**config.mk**
```make
export PLATFORM = sky130hd
export DESIGN_NAME = irq_entry_seq
export DESIGN_NICKNAME = d
export VERILOG_FILES = /design/src/rtl/irq_seq_pkg.sv /design/src/rtl/irq_pick.sv /design/src/rtl/irq_sp_unit.sv /design/src/rtl/irq_entry_seq.sv
export SDC_FILE = /design/constraint.sdc
export NUM_CORES = 1
export LEC_CHECK = 0
export ABC_AREA = 1
export CORE_MARGIN = 2
export CORE_UTILIZATION = 45
export DETAILED_ROUTE_END_ITERATION = 8
export DONT_BUFFER_PORTS = 1
export HOLD_SLACK_MARGIN = 0.06
export PLACE_DENSITY = 0.64
export SYNTH_ARGS = -nofsm -noshare
export SYNTH_HDL_FRONTEND = slang
export SYNTH_HIERARCHICAL = 1
export SYNTH_SLANG_ARGS = --single-unit
export TNS_END_PERCENT = 20
```
**constraint.sdc**
```tcl
create_clock -name clk -period 2.3 [get_ports clk]
set_input_delay 0.23 -clock clk [delete_from_list [all_inputs] [get_ports clk]]
set_output_delay 0.23 -clock clk [all_outputs]
set_load 0.01 [all_outputs]
```
**src/rtl/irq_seq_pkg.sv**
```systemverilog
package irq_seq_pkg;
  typedef enum logic [3:0] {
    ST_IDLE,
    ST_WAKE,
    ST_PUSH_LO,
    ST_PUSH_HI,
    ST_SETTLE,
    ST_VEC,
    ST_POP_HI,
    ST_POP_LO,
    ST_POP_WAIT,
    ST_RET
  } seq_state_e;

  typedef enum logic [1:0] {
    SP_HOLD,
    SP_DEC1,
    SP_INC2
  } sp_op_e;
endpackage

```
**src/rtl/irq_pick.sv**
```systemverilog
module irq_pick #(
  parameter int N_IRQ = 4,
  parameter int IDX_W = (N_IRQ > 1) ? $clog2(N_IRQ) : 1
) (
  input  logic [N_IRQ-1:0] req,
  output logic             any,
  output logic [N_IRQ-1:0] grant,
  output logic [IDX_W-1:0] idx
);
  // Lowest index wins: a line is granted only when no lower line is high.
  genvar g;
  generate
    for (g = 0; g < N_IRQ; g++) begin : g_grant
      if (g == 0) begin : g_first
        assign grant[g] = req[g];
      end else begin : g_rest
        assign grant[g] = req[g] & ~(|req[g-1:0]);
      end
    end
  endgenerate

  assign any = |req;

  always_comb begin
    idx = '0;
    for (int i = 0; i < N_IRQ; i++) begin
      if (grant[i]) idx = IDX_W'(i);
    end
  end
endmodule

```
**src/rtl/irq_sp_unit.sv**
```systemverilog
module irq_sp_unit
  import irq_seq_pkg::*;
#(
  parameter int SP_W    = 10,
  parameter int SP_INIT = (1 << SP_W) - 1
) (
  input  logic            clk,
  input  logic            rst,
  input  sp_op_e          op,
  output logic [SP_W-1:0] sp
);
  always_ff @(posedge clk) begin
    if (rst) begin
      sp <= SP_W'(SP_INIT);
    end else begin
      case (op)
        SP_DEC1: sp <= sp - SP_W'(1);
        SP_INC2: sp <= sp + SP_W'(2);
        default: sp <= sp;
      endcase
    end
  end
endmodule

```
**src/rtl/irq_entry_seq.sv**
```systemverilog
module irq_entry_seq
  import irq_seq_pkg::*;
#(
  parameter int N_IRQ    = 4,
  parameter int PC_W     = 13,
  parameter int D_W      = 8,
  parameter int SP_W     = 10,
  parameter int SP_INIT  = (1 << SP_W) - 1,
  parameter int VEC_BASE = 2,
  parameter int VEC_STEP = 2,
  parameter int WAKE_CYC = 4
) (
  input  logic             clk,
  input  logic             rst,
  input  logic             insn_done,
  input  logic             multi_busy,
  input  logic             sleeping,
  input  logic             gie_set,
  input  logic             gie_clr,
  input  logic             reti,
  input  logic [N_IRQ-1:0] irq_req,
  input  logic [PC_W-1:0]  pc_in,
  input  logic [D_W-1:0]   stk_rdata,
  output logic [N_IRQ-1:0] irq_ack,
  output logic             gie,
  output logic             stk_we,
  output logic             stk_re,
  output logic [SP_W-1:0]  stk_addr,
  output logic [D_W-1:0]   stk_wdata,
  output logic [SP_W-1:0]  sp,
  output logic             pc_load,
  output logic [PC_W-1:0]  pc_load_val,
  output logic             seq_busy
);
  localparam int IDX_W = (N_IRQ > 1) ? $clog2(N_IRQ) : 1;
  localparam int HI_W  = PC_W - D_W;
  localparam int CNT_W = $clog2(WAKE_CYC + 1);

  seq_state_e       state, state_n;
  logic [CNT_W-1:0] wake_cnt, wake_cnt_n;
  logic [PC_W-1:0]  pc_lat, pc_lat_n;
  logic [IDX_W-1:0] idx_lat, idx_lat_n;
  logic [HI_W-1:0]  hi_lat, hi_lat_n;
  logic             shadow, shadow_n;
  logic             gie_n;
  logic [N_IRQ-1:0] ack_n;
  logic             we_n, re_n, pcl_n;
  logic [SP_W-1:0]  addr_n;
  logic [D_W-1:0]   wdata_n;
  logic [PC_W-1:0]  pcv_n;
  sp_op_e           sp_op;

  logic             any_req;
  logic [N_IRQ-1:0] grant;
  logic [IDX_W-1:0] win_idx;
  logic             take;
  logic             unused_rdata_hi;

  assign unused_rdata_hi = ^stk_rdata[D_W-1:HI_W];

  irq_pick #(.N_IRQ(N_IRQ), .IDX_W(IDX_W)) u_pick (
    .req   (irq_req),
    .any   (any_req),
    .grant (grant),
    .idx   (win_idx)
  );

  irq_sp_unit #(.SP_W(SP_W), .SP_INIT(SP_INIT)) u_sp (
    .clk (clk),
    .rst (rst),
    .op  (sp_op),
    .sp  (sp)
  );

  function automatic logic [PC_W-1:0] vec_of(input logic [IDX_W-1:0] i);
    return PC_W'(VEC_BASE) + PC_W'(i) * PC_W'(VEC_STEP);
  endfunction

  function automatic logic [D_W-1:0] hi_byte(input logic [PC_W-1:0] p);
    return D_W'(p[PC_W-1:D_W]);
  endfunction

  assign take = gie && any_req && !shadow && !reti &&
                ((insn_done && !multi_busy) || sleeping);

  always_comb begin
    state_n    = state;
    wake_cnt_n = wake_cnt;
    pc_lat_n   = pc_lat;
    idx_lat_n  = idx_lat;
    hi_lat_n   = hi_lat;
    shadow_n   = shadow;
    gie_n      = gie_set ? 1'b1 : (gie_clr ? 1'b0 : gie);
    ack_n      = '0;
    we_n       = 1'b0;
    re_n       = 1'b0;
    pcl_n      = 1'b0;
    addr_n     = stk_addr;
    wdata_n    = stk_wdata;
    pcv_n      = pc_load_val;
    sp_op      = SP_HOLD;
    case (state)
      ST_IDLE: begin
        if (shadow && insn_done && !multi_busy) shadow_n = 1'b0;
        if (reti) begin
          state_n = ST_POP_HI;
          re_n    = 1'b1;
          addr_n  = sp + SP_W'(1);
        end else if (take) begin
          gie_n     = 1'b0;
          ack_n     = grant;
          pc_lat_n  = pc_in;
          idx_lat_n = win_idx;
          if (sleeping && WAKE_CYC > 0) begin
            state_n    = ST_WAKE;
            wake_cnt_n = '0;
          end else begin
            state_n = ST_PUSH_LO;
            we_n    = 1'b1;
            addr_n  = sp;
            wdata_n = pc_in[D_W-1:0];
          end
        end
      end
      ST_WAKE: begin
        wake_cnt_n = wake_cnt + CNT_W'(1);
        if (wake_cnt == CNT_W'(WAKE_CYC - 1)) begin
          state_n = ST_PUSH_LO;
          we_n    = 1'b1;
          addr_n  = sp;
          wdata_n = pc_lat[D_W-1:0];
        end
      end
      ST_PUSH_LO: begin
        sp_op   = SP_DEC1;
        state_n = ST_PUSH_HI;
        we_n    = 1'b1;
        addr_n  = sp - SP_W'(1);
        wdata_n = hi_byte(pc_lat);
      end
      ST_PUSH_HI: begin
        sp_op   = SP_DEC1;
        state_n = ST_SETTLE;
      end
      ST_SETTLE: begin
        state_n = ST_VEC;
        pcl_n   = 1'b1;
        pcv_n   = vec_of(idx_lat);
      end
      ST_VEC: state_n = ST_IDLE;
      ST_POP_HI: begin
        state_n = ST_POP_LO;
        re_n    = 1'b1;
        addr_n  = sp + SP_W'(2);
      end
      ST_POP_LO: begin
        hi_lat_n = stk_rdata[HI_W-1:0];
        state_n  = ST_POP_WAIT;
      end
      ST_POP_WAIT: begin
        sp_op   = SP_INC2;
        pcl_n   = 1'b1;
        pcv_n   = {hi_lat, stk_rdata};
        gie_n   = 1'b1;
        state_n = ST_RET;
      end
      ST_RET: begin
        state_n  = ST_IDLE;
        shadow_n = 1'b1;
      end
      default: state_n = ST_IDLE;
    endcase
  end

  always_ff @(posedge clk) begin
    if (rst) begin
      state       <= ST_IDLE;
      wake_cnt    <= '0;
      pc_lat      <= '0;
      idx_lat     <= '0;
      hi_lat      <= '0;
      shadow      <= 1'b0;
      gie         <= 1'b0;
      irq_ack     <= '0;
      stk_we      <= 1'b0;
      stk_re      <= 1'b0;
      stk_addr    <= '0;
      stk_wdata   <= '0;
      pc_load     <= 1'b0;
      pc_load_val <= '0;
    end else begin
      state       <= state_n;
      wake_cnt    <= wake_cnt_n;
      pc_lat      <= pc_lat_n;
      idx_lat     <= idx_lat_n;
      hi_lat      <= hi_lat_n;
      shadow      <= shadow_n;
      gie         <= gie_n;
      irq_ack     <= ack_n;
      stk_we      <= we_n;
      stk_re      <= re_n;
      stk_addr    <= addr_n;
      stk_wdata   <= wdata_n;
      pc_load     <= pcl_n;
      pc_load_val <= pcv_n;
    end
  end

  assign seq_busy = (state != ST_IDLE);


  no_rw_clash_chk: assert property (@(posedge clk) disable iff (rst)
    !(stk_we && stk_re));


  push_at_sp_chk: assert property (@(posedge clk) disable iff (rst)
    stk_we |-> (stk_addr == sp));


  push_dec_chk: assert property (@(posedge clk) disable iff (rst)
    stk_we |=> (sp == $past(sp) - SP_W'(1)));


  ack_onehot_chk: assert property (@(posedge clk) disable iff (rst)
    $onehot0(irq_ack));


  ack_clears_gie_chk: assert property (@(posedge clk) disable iff (rst)
    (|irq_ack) |-> !gie);


  ret_sets_gie_chk: assert property (@(posedge clk) disable iff (rst)
    (gie && !$past(gie) && !$past(gie_set)) |-> pc_load);
endmodule

```
==> metrics.txt <==
status=finished, final reports clean; CTS buffer count=9; average cell area after synthesis=6.74 sq um; Antenna Violating Nets Remaining=0; H-Tree Level Count=3; Final Slew Violations=0; largest fanout on the critical path=7; Synth-to-Final Area Change=13.3%; Rows=35; ys async rst share=0; Max-Cap Viols=0; initial antenna violation count=0; Initial Util=0.465; synthesized area=4300 sq um; die height=102 um; core footprint=9240 sq um; largest net degree at the start of global routing=31; Filler cells=927; clk root buf=clkbuf_8; Critical Path Start Type=flip-flop; die area=10,400 sq um; routed len/inst=14.1 um; Post-Synthesis Cells=638; met2 wire len=5110 um; worst hold path class=primary input to flip-flop; Yosys cell types=40; TritonCTS Sinks=77; top-area cell type share of the netlist area=0.359; crit end category=flip-flop; Hold Slack=0.0668 ns; met3 wire length=668 um; n_diodes=0; drt first pass iters=5; clk buf depth=2; power density cells=959 nW/um^2; Rel. slew slack=0.669; fin crit share=0.911; ys flop type=dfxtp_1; Sequential Area=1540 sq um; vias in the first global route=3,800; final setup fails=0; Yosys warning total=6; worst skew pair latency=0.37 ns; Seq/Total Area, Yosys=0.359; I/O pin count=83; share of layout cells above drive strength 1=0.110; Pleak=2.23 nW; placed cell areas=4420 sq um; Final Skew=0.0160 ns; Port Buffers=0; CTS tree=yes; RSZ-0062 raised after global routing=false; crit path time final=2.10 ns; Fin. Hold Viols=0; CP Data Required Time=2.56 ns; gpl congestion=0.935; Yosys reg bits=77; Post-synth EDFFs=0; CP arrival=2.36 ns; syn nets=685; GR Overflow Total=0; Synth top cells by count=nand2_1, nor2_1, dfxtp_1; wl on met1=5290 um; GRT Total Usage=0.221; Finished Cell Area=4870 sq um; vias=4,171; largest cells by area after synthesis=dfxtp_1, nand2_1, nor2_1; DRT iter0 DRCs=207; final net count=713; WL final=11,300 um; chip width=102 um; area of the multi-input gates=2310 sq um; fmax=477 MHz; HPWL after detailed placement=7830 um; final core occ=0.527; first-pass GRT wire length=18,100 um; highest routed metal layer=met4; most frequent cell after synthesis=nand2_1; Remaining DRCs=0; measured slew at the worst slew-check pin=0.496 ns; clock-pin slew of the registers on the worst-case setup and hold paths=0.10 ns; vias per cell=5.21; Crit Path Class=flip-flop to flip-flop; Final TNS setup=0 ns; VDD IR max=0.000427 V; Yosys top cell by area=dfxtp_1
[worst max-delay path, stage by stage, from the launching register on]
cell,delay (ns)
dfxtp_1,0.39
nor2_2,0.20
nand2_1,0.12
buf_4,0.17
nand2_1,0.20
clkinvlp_4,0.21
nand2_1,0.10
a21oi_1,0.06
dlygate4sd3_1,0.55
[layer usage]
metal | up-vias | global-route usage
met1 | 1885 | 0.295
met2 | 132 | 0.350
met3 | 21 | 0.0449
li1 | 2133 | -
met4 | 0 | 0.0873
met5 | - | 0
[cell families (layout without fill, tap and decap cells)]
kind of cell,Yosys count,in the layout,share of synthesized area
AOI/OAI and AO/OA,139,139,0.180
xor gates and xnor gates,1,1,0.00204
adders and majority gates,14,14,0.0407
buffers and inverters,102,135,0.103
DFF,77,77,0.359
and+or+nand+nor,305,305,0.315
[through the flow]
step	total power [mW]	cells	setup WS [ns]
final	4.67	800	0.204
after global placement	3.61	757	0.483
after floorplan	3.29	638	0.318
after global routing	5.02	800	0.0612
after CTS	4.65	795	0.173
after detailed placement	3.63	757	0.399
[registers in the layout, indices dropped and copies added (netlist names), 3 cells and up]
signal	cells
hi_lat	5
irq_ack	4
pc_lat	13
pc_load_val	13
state	4
stk_addr	10
stk_wdata	8
u_sp/sp	10
wake_cnt	3
[layout by cell type (no fill, tap or decap), types with 2 or more instances in the layout]
cell	netlist	final
nand2_1	130	130
o2111ai_1	4	4
inv_2	10	10
nand2_4	3	3
clkinv_4	0	2
inv_1	66	65
buf_4	4	18
nand3_1	55	55
nor2_4	4	4
a21oi_1	47	47
dfxtp_1	77	77
nor3_1	2	2
clkinvlp_4	0	3
nand2_2	3	3
clkinv_2	1	2
nand4_1	6	6
nor2_2	3	3
inv_6	1	2
o221ai_1	2	2
clkbuf_8	0	9
nand3_2	3	3
o21ai_2	4	4
o21ai_1	12	12
ha_1	14	14
nor2_1	92	92
o21ai_0	58	58
dlygate4sd3_1	0	21
o211ai_1	4	4
a311oi_1	2	2
a21oi_2	2	2
[final timing paths]
kind	from	cells after the start	end	slack, ns
worst max-delay path	state[1]	8	pc_load_val[5]	0.20
worst min-delay path	pc_in[0]	2	pc_lat[0]	0.07
worst max register to register	state[1]	8	pc_load_val[5]	0.20
worst min register to register	pc_lat[5]	2	pc_lat[5]	0.45
[report_power, final]
part | leakage (nW) | internal (mW) | switching, mW | total (mW)
Combinational | 1.51 | 0.670 | 1.27 | 1.94
Clock | 0.0877 | 0.404 | 0.562 | 0.966
Sequential | 0.627 | 1.54 | 0.222 | 1.77
Total | 2.23 | 2.62 | 2.05 | 4.67
[layout make-up]
type                       instances  area share
inverter                          79      0.0634
clock inverter                     7      0.0118
timing repair buffer              40      0.0750
clock buffer                       9      0.0254
sequential                        77       0.316
tap                              129      0.0331
multi-input combinational        459       0.475
[repair_timing]
item | in CTS | in global routing
setup buffers | 0 | 5
hold buffers | 22 | 0
setup endpoints to repair | 0 | 1
gates resized for setup | 0 | 1
endpoints found under the hold margin | 46 | 0
Power figures use the tool's default switching activity.
